**src/rtl/hsk_pkg.sv**
```systemverilog
package hsk_pkg;

  typedef enum logic [1:0] {
    ST_DEVRST = 2'd0,
    ST_SYNC   = 2'd1,
    ST_SEND   = 2'd2,
    ST_RECV   = 2'd3
  } mon_state_t;

  localparam int unsigned NUM_CNT = 4;
  localparam int unsigned CI_MISM = 0;
  localparam int unsigned CI_TMO  = 1;
  localparam int unsigned CI_RTMO = 2;
  localparam int unsigned CI_EXC  = 3;

  // Input stimulus word for position idx (low bits are used)
  function automatic logic [31:0] vec_in(input int unsigned idx);
    logic [31:0] prod;
    prod = idx * 32'h0000_0B3D;
    return {16'h0000, prod[15:0] ^ 16'h6C1E};
  endfunction

  // Expected result at position idx for a block of n words
  function automatic logic [31:0] vec_exp(input int unsigned idx, input int unsigned n);
    logic [31:0] v;
    v = vec_in(n - 1 - idx);
    return {16'h0000, ~v[15:0]};
  endfunction

endpackage

```
**src/rtl/hsk_vec_rom.sv**
```systemverilog
module hsk_vec_rom #(
  parameter int unsigned DATA_W    = 16,
  parameter int unsigned NUM_WORDS = 32,
  localparam int unsigned DEPTH    = 2 * NUM_WORDS,
  localparam int unsigned AW       = $clog2(DEPTH)
) (
  input  logic              clk,
  input  logic [AW-1:0]     addr,
  output logic [DATA_W-1:0] q
);
  // Lower half: stimulus words; upper half: expected results.
  logic [DATA_W-1:0] mem [DEPTH];

  initial begin
    for (int i = 0; i < int'(NUM_WORDS); i++) begin
      mem[i]             = DATA_W'(hsk_pkg::vec_in(i));
      mem[NUM_WORDS + i] = DATA_W'(hsk_pkg::vec_exp(i, NUM_WORDS));
    end
  end

  always_ff @(posedge clk) begin
    q <= mem[addr];
  end
endmodule

```
**src/rtl/hsk_watchdog.sv**
```systemverilog
module hsk_watchdog #(
  parameter int unsigned LIMIT = 4096,
  localparam int unsigned CW   = $clog2(LIMIT + 1)
) (
  input  logic clk,
  input  logic rst,
  input  logic run,
  input  logic kick,
  output logic expire
);
  logic [CW-1:0] cnt;

  assign expire = run && !kick && (cnt == CW'(LIMIT - 1));

  always_ff @(posedge clk) begin
    if (rst || !run || kick || expire) cnt <= '0;
    else                               cnt <= cnt + 1'b1;
  end

  p_wd_bound_r5: assert property (@(posedge clk) disable iff (rst)
    cnt < CW'(LIMIT));
  p_wd_idle_r5: assert property (@(posedge clk) disable iff (rst)
    !run |=> (cnt == '0));
endmodule

```
**src/rtl/hsk_sat_cnt.sv**
```systemverilog
module hsk_sat_cnt #(
  parameter int unsigned W = 16
) (
  input  logic         clk,
  input  logic         rst,
  input  logic         inc,
  output logic [W-1:0] q
);
  localparam logic [W-1:0] MAXV = '1;

  always_ff @(posedge clk) begin
    if (rst)                     q <= '0;
    else if (inc && (q != MAXV)) q <= q + 1'b1;
  end

  p_sat_hold_r8: assert property (@(posedge clk) disable iff (rst)
    (q == MAXV) |=> (q == MAXV));
  p_step_r8: assert property (@(posedge clk) disable iff (rst)
    !inc |=> $stable(q));
endmodule

```
**src/rtl/hsk_test_monitor.sv**
```systemverilog
module hsk_test_monitor #(
  parameter int unsigned DATA_W    = 16,
  parameter int unsigned NUM_WORDS = 32,
  parameter int unsigned CNT_W     = 16,
  parameter int unsigned WD_LIMIT  = 4096,
  parameter int unsigned SEND_GAP  = 64,
  parameter int unsigned RST_CYC   = 16,
  parameter logic [DATA_W-1:0] SYNC_WORD = 16'hC35A
) (
  input  logic              clk,
  input  logic              rst,
  output logic              dev_rst_o,
  output logic              sync_req_o,
  output logic [DATA_W-1:0] tx_data_o,
  output logic              tx_vld_o,
  input  logic [DATA_W-1:0] rx_data_i,
  input  logic              rx_vld_i,
  input  logic              exc_req_i,
  output logic              exc_ack_o,
  output logic [CNT_W-1:0]  mism_cnt_o,
  output logic [CNT_W-1:0]  tmo_cnt_o,
  output logic [CNT_W-1:0]  rtmo_cnt_o,
  output logic [CNT_W-1:0]  exc_cnt_o
);
  import hsk_pkg::*;

  localparam int unsigned IW  = $clog2(NUM_WORDS);
  localparam int unsigned AW  = $clog2(2 * NUM_WORDS);
  localparam int unsigned GW  = $clog2(SEND_GAP + 1);
  localparam int unsigned RW  = $clog2(RST_CYC + 1);
  localparam logic [IW-1:0] LAST_IDX = IW'(NUM_WORDS - 1);
  localparam logic [GW-1:0] GAP_LOAD = GW'(SEND_GAP - 1);
  localparam logic [RW-1:0] RST_LAST = RW'(RST_CYC - 1);

  initial begin
    if (SEND_GAP < 2) $error("SEND_GAP must be at least 2");
    if (RST_CYC < 1)  $error("RST_CYC must be at least 1");
  end

  mon_state_t        state;
  logic [IW-1:0]     snd_idx, rcv_idx;
  logic [GW-1:0]     gap_cnt;
  logic [RW-1:0]     rst_cnt;
  logic              streak;
  logic [AW-1:0]     rom_addr;
  logic [DATA_W-1:0] rom_q;
  logic              wd_run, wd_exp;
  logic              cap_vld;
  logic [DATA_W-1:0] cap_data;
  logic [NUM_CNT-1:0] cnt_inc;
  logic [CNT_W-1:0]   cnt_q [NUM_CNT];

  // ROM: stimulus half while sending, expected half otherwise
  assign rom_addr = (state == ST_SEND) ? {1'b0, snd_idx} : {1'b1, rcv_idx};

  hsk_vec_rom #(.DATA_W(DATA_W), .NUM_WORDS(NUM_WORDS)) u_rom (
    .clk  (clk),
    .addr (rom_addr),
    .q    (rom_q)
  );

  assign wd_run = (state == ST_SYNC) || (state == ST_RECV);

  hsk_watchdog #(.LIMIT(WD_LIMIT)) u_wd (
    .clk    (clk),
    .rst    (rst),
    .run    (wd_run),
    .kick   (rx_vld_i),
    .expire (wd_exp)
  );

  // Sequencer
  always_ff @(posedge clk) begin
    if (rst) begin
      state      <= ST_DEVRST;
      dev_rst_o  <= 1'b1;
      sync_req_o <= 1'b0;
      tx_vld_o   <= 1'b0;
      tx_data_o  <= '0;
      snd_idx    <= '0;
      rcv_idx    <= '0;
      gap_cnt    <= '0;
      rst_cnt    <= '0;
      streak     <= 1'b0;
    end else begin
      tx_vld_o <= 1'b0;
      unique case (state)
        ST_DEVRST: begin
          dev_rst_o <= 1'b1;
          if (rst_cnt == RST_LAST) begin
            rst_cnt    <= '0;
            dev_rst_o  <= 1'b0;
            sync_req_o <= 1'b1;
            state      <= ST_SYNC;
          end else begin
            rst_cnt <= rst_cnt + 1'b1;
          end
        end
        ST_SYNC: begin
          if (wd_exp) begin
            state      <= ST_DEVRST;
            dev_rst_o  <= 1'b1;
            sync_req_o <= 1'b0;
            rst_cnt    <= '0;
            streak     <= 1'b1;
          end else if (rx_vld_i && (rx_data_i == SYNC_WORD)) begin
            state      <= ST_SEND;
            sync_req_o <= 1'b0;
            snd_idx    <= '0;
            gap_cnt    <= GAP_LOAD;
          end
        end
        ST_SEND: begin
          if (gap_cnt == '0) begin
            tx_data_o <= rom_q;
            tx_vld_o  <= 1'b1;
            gap_cnt   <= GAP_LOAD;
            if (snd_idx == LAST_IDX) begin
              state   <= ST_RECV;
              rcv_idx <= '0;
            end else begin
              snd_idx <= snd_idx + 1'b1;
            end
          end else begin
            gap_cnt <= gap_cnt - 1'b1;
          end
        end
        ST_RECV: begin
          if (wd_exp) begin
            state     <= ST_DEVRST;
            dev_rst_o <= 1'b1;
            rst_cnt   <= '0;
            streak    <= 1'b1;
          end else if (rx_vld_i) begin
            if (rcv_idx == LAST_IDX) begin
              rcv_idx <= '0;
              streak  <= 1'b0;
              state   <= ST_SEND;
              snd_idx <= '0;
              gap_cnt <= GAP_LOAD;
            end else begin
              rcv_idx <= rcv_idx + 1'b1;
            end
          end
        end
        default: state <= ST_DEVRST;
      endcase
    end
  end

  // Compare stage: the result is captured together with its ROM word
  always_ff @(posedge clk) begin
    if (rst) begin
      cap_vld  <= 1'b0;
      cap_data <= '0;
    end else begin
      cap_vld  <= (state == ST_RECV) && rx_vld_i;
      cap_data <= rx_data_i;
    end
  end

  // Exception four-phase acknowledge
  always_ff @(posedge clk) begin
    if (rst) exc_ack_o <= 1'b0;
    else     exc_ack_o <= exc_req_i;
  end

  assign cnt_inc[CI_MISM] = cap_vld && (cap_data != rom_q);
  assign cnt_inc[CI_TMO]  = wd_exp && !streak;
  assign cnt_inc[CI_RTMO] = wd_exp && streak;
  assign cnt_inc[CI_EXC]  = exc_req_i && !exc_ack_o;

  for (genvar g = 0; g < NUM_CNT; g++) begin : g_cnt
    hsk_sat_cnt #(.W(CNT_W)) u_cnt (
      .clk (clk),
      .rst (rst),
      .inc (cnt_inc[g]),
      .q   (cnt_q[g])
    );
  end

  assign mism_cnt_o = cnt_q[CI_MISM];
  assign tmo_cnt_o  = cnt_q[CI_TMO];
  assign rtmo_cnt_o = cnt_q[CI_RTMO];
  assign exc_cnt_o  = cnt_q[CI_EXC];

  // Assertions
  p_quiet_in_reset_r1: assert property (@(posedge clk) disable iff (rst)
    dev_rst_o |-> (!tx_vld_o && !sync_req_o));
  p_no_send_in_sync_r2: assert property (@(posedge clk) disable iff (rst)
    sync_req_o |-> !tx_vld_o);
  p_strobe_gap_r3: assert property (@(posedge clk) disable iff (rst)
    tx_vld_o |=> !tx_vld_o);
  p_expire_resets_r5: assert property (@(posedge clk) disable iff (rst)
    wd_exp |=> dev_rst_o);
  p_ack_hold_r7: assert property (@(posedge clk) disable iff (rst)
    (exc_ack_o && exc_req_i) |=> exc_ack_o);
  p_ack_release_r7: assert property (@(posedge clk) disable iff (rst)
    (exc_ack_o && !exc_req_i) |=> !exc_ack_o);
endmodule

```
**config.mk**
```make
export PLATFORM = sky130hd
export DESIGN_NAME = hsk_test_monitor
export DESIGN_NICKNAME = d
export VERILOG_FILES = /design/src/rtl/hsk_pkg.sv /design/src/rtl/hsk_vec_rom.sv /design/src/rtl/hsk_watchdog.sv /design/src/rtl/hsk_sat_cnt.sv /design/src/rtl/hsk_test_monitor.sv
export SDC_FILE = /design/constraint.sdc
export NUM_CORES = 1
export LEC_CHECK = 0
export BUFFER_PORTS_ARGS = -buffer_cell sky130_fd_sc_hd__buf_2
export CAP_MARGIN = 20
export CELL_PAD_IN_SITES_DETAIL_PLACEMENT = 2
export CELL_PAD_IN_SITES_GLOBAL_PLACEMENT = 2
export CORE_ASPECT_RATIO = 1.1
export CORE_MARGIN = 3
export CORE_UTILIZATION = 39
export CTS_BUF_LIST = sky130_fd_sc_hd__clkbuf_2 sky130_fd_sc_hd__clkbuf_4 sky130_fd_sc_hd__clkbuf_8
export CTS_CLUSTER_DIAMETER = 150
export DETAILED_ROUTE_END_ITERATION = 8
export PLACE_DENSITY = 0.95
export SKIP_LAST_GASP = 1
export SLEW_MARGIN = 10
export SYNTH_ARGS = -nofsm -noshare
export SYNTH_HDL_FRONTEND = slang
export SYNTH_HIERARCHICAL = 1
export SYNTH_SLANG_ARGS = --single-unit
```
**constraint.sdc**
```tcl
create_clock -name clk -period 9.94 [get_ports clk]
set_clock_uncertainty 0.1 [all_clocks]
set_input_delay 1.491 -clock clk [delete_from_list [all_inputs] [get_ports clk]]
set_output_delay 1.491 -clock clk [all_outputs]
set_load 0.005 [all_outputs]
```
==> out/results.txt <==
drt initial violations = 640
top post-synthesis cells by count = dfxtp_1, nand2_1, a21oi_1
clock sinks = 155
IO Count = 104
Post-CTS Setup Bufs = 0
Pre-antenna DRT Iters = 5
Hold EP = rst_cnt[4]
initial core utilization = 40.3%
clock-pin slew on the worst setup and hold paths = 0.09 ns
drt wl/cell = 27.4 um
pin count of the biggest net entering global routing = 71
Final Hold Viols = 0
setup violators final = 0
fraction of layout cells with a size suffix above 1 = 17.1%
placed instance count = 1353
CTS tree = yes
Leak = 3.53 nW
CTS resizes = 0
vias = 8763
GRT overflow = 0
PD cells = 136 nW/um^2
Layout area overhead = 13.6%
FF-to-FF setup slack = 5.28 ns
CP Capture Type = flop
post-synthesis register bit count = 155
first-pass GRT wire length = 58800 um
clk buf depth = 2
initial antenna violation count = 0
min cycle time layout = 4.66 ns
dominant cells by area after synthesis = dfxtp_1, a21oi_1, nand2_1
Tcrit/Tclk final = 46.9%
die width = 146 um
Detail Placement HPWL = 22600 um
Core Footprint = 20900 um^2
total power = 1.31 mW
Synth Warn # = 6
Distinct cells, synth = 89
Antenna diodes = 0
max incr delay on CP = 0.74 ns
port bufs = 103
CTS Root Cell = clkbuf_8
Hold/Removal Path Class = reg -> reg
routed wire length = 37900 um
worst hold start = rst_cnt[4]
syn_nets = 1052
Clk Latency, worst-skew pair = 0.48 ns
H-tree depth = 4
Rows = 55
WP buf/inv = 3
Slew headroom = 38.1%
hold path depth = 1
sequential area share after synthesis = 36.8%
Max VDD drop = 0.0894 mV
Max Cap Viol = 0
CP arrival = 4.90 ns
WP data required = 10.18 ns
Max Transition Viols Final = 0
die area = 23400 um^2
Post-synth top flop = dfxtp_1
Final nets = 1126
RSZ-0062 raised after global routing = no
Die Y = 160 um
most frequent cell after synthesis = dfxtp_1
Max Freq = 215 MHz
Fillers = 2351
Synth area leader = dfxtp_1
Cells after Synth = 1013
Non-Filler Instances = 1384
delay-heaviest family, CP = buffers and inverters
worst-path fanout max = 27
syn_area_per_cell = 8.33 um^2
outcome = completed
Post-synth EDFFs = 0
CP Class = reg -> reg
DRC = 0
Reg2Reg Capture Point = u_rom/q[10]
worst slew pin tran = 0.922 ns
cell mode on critical path = nand2_1
Yosys top cell area share = 36.8%
quantity of hold-fixing buffers added after cts = 0
vias per cell = 6.33
crit path launch type = flop
Cell Chain, Critical Path = nor2b_1, buf_4, clkinv_1, nand2_1, nand2_1, inv_1, ha_1, nand2_1, a21boi_0, mux4_2, nand2_1, o21ai_1
DRT antenna net count = 0
CTS Buf Count = 17
Post-synth ARST share = 0%
vias in the first global route = 9609
TNS Setup = 0 ns
mapped cell area = 8430 um^2
Critical-path top delay cell = clkinv_1
gpl congestion = 0.832
global-route usage over all layers = 31.5%
Worst Reg-to-Reg Cells = 12
## metal layers
metal / routed length, um / global-route usage, % / share of wire [%] / vias up
met5: 0 / 0 / 0 / -
met4: 1690 / 15.6 / 4.5 / 0
met3: 1400 / 5.16 / 3.7 / 104
met2: 19700 / 56.5 / 52 / 296
met1: 15100 / 36.1 / 40 / 4504
li1: - / - / - / 3859
## logic make-up (layout without fill, tap and decap cells)
logic type | after synthesis | after routing | share of synthesized area [%]
compound gates | 252 | 252 | 19.2
xor+xnor | 40 | 40 | 4.15
fa+ha+maj | 19 | 19 | 2.82
buf+inv | 85 | 171 | 4.48
flops | 155 | 155 | 36.8
mux | 21 | 21 | 3.16
simple gates | 441 | 441 | 29.4
## layout by cell type (no fill, tap or decap), types with 6 or more instances in the layout
master | Yosys | layout
or4_1 | 28 | 28
a21oi_1 | 98 | 98
nor3_1 | 29 | 29
bufinv_16 | 0 | 6
clkbuf_8 | 0 | 19
nor2_1 | 70 | 70
nor2b_1 | 38 | 38
dfxtp_1 | 155 | 155
mux2i_1 | 12 | 12
buf_4 | 2 | 8
or3_1 | 13 | 13
xnor2_1 | 36 | 36
o21ai_0 | 44 | 44
a31oi_1 | 8 | 8
nand2_1 | 118 | 118
buf_2 | 22 | 102
nand2b_1 | 9 | 9
nand3_1 | 41 | 41
o31ai_1 | 29 | 29
nand3b_1 | 7 | 7
inv_1 | 27 | 27
nor4_1 | 11 | 11
o21a_1 | 6 | 6
and4_1 | 12 | 12
ha_1 | 19 | 19
nand4_1 | 19 | 19
and3_1 | 9 | 9
a211oi_1 | 11 | 11
## registers in the layout, summed over array words and instances, names as in the netlist, named ones only
| register | count |
|---|---|
| cap_data | 16 |
| rst_cnt | 5 |
| u_wd/cnt | 13 |
| snd_idx | 5 |
| cap_vld | 1 |
| u_rom/q | 16 |
| gap_cnt | 7 |
| g_cnt.u_cnt/q | 64 |
| sync_req_o | 1 |
| rcv_idx | 5 |
| tx_vld_o | 1 |
| exc_ack_o | 1 |
| streak | 1 |
| state | 1 |
| tx_data_o | 16 |
| dev_rst_o | 1 |
## how the worst max path moves through the flow
stage	startpoint	to	slack, ns	depth (start not counted)
5_1_grt	flop	u_rom/q[11]	5.03	12
4_1_cts	flop	u_rom/q[10]	5.39	12
2_1_floorplan	rx_vld_i	g_cnt[1].u_cnt/q[13]	6.42	8
3_5_place_dp	flop	u_rom/q[10]	5.55	12
6_report	flop	u_rom/q[10]	5.28	12
3_3_place_gp	flop	u_rom/q[10]	5.87	12
## stage by stage
| step | worst slack [ns] | hold slack (ns) | utilization [%] | area (um^2) |
|---|---|---|---|---|
| 2_1_floorplan | 6.42 | 0.318 | - | 8430 |
| 3_3_place_gp | 5.87 | 0.327 | 43.5 | 9100 |
| 3_5_place_dp | 5.55 | 0.348 | 43.5 | 9100 |
| 4_1_cts | 5.39 | 0.375 | 45.8 | 9590 |
| 5_1_grt | 5.03 | 0.384 | 45.8 | 9590 |
| 6_report | 5.28 | 0.374 | 45.8 | 9590 |
## layout make-up
cell class | instances | area (um^2) | share of cell area [%]
clock buffers | 21 | 277 | 2.88
clock inverters | 10 | 213 | 2.22
inverters | 30 | 113 | 1.17
multi-input cells | 773 | 4950 | 51.7
flip-flops and latches | 155 | 3100 | 32.4
well taps | 285 | 357 | 3.72
repair buffers | 110 | 571 | 5.95
## where the power goes
group	switching [mW]	internal, mW	total (mW)
combinational	0.0338	0.0192	0.0530
sequential	0.0125	0.629	0.642
clock	0.267	0.343	0.610
Note: power is estimated with default switching activity, not from simulation.
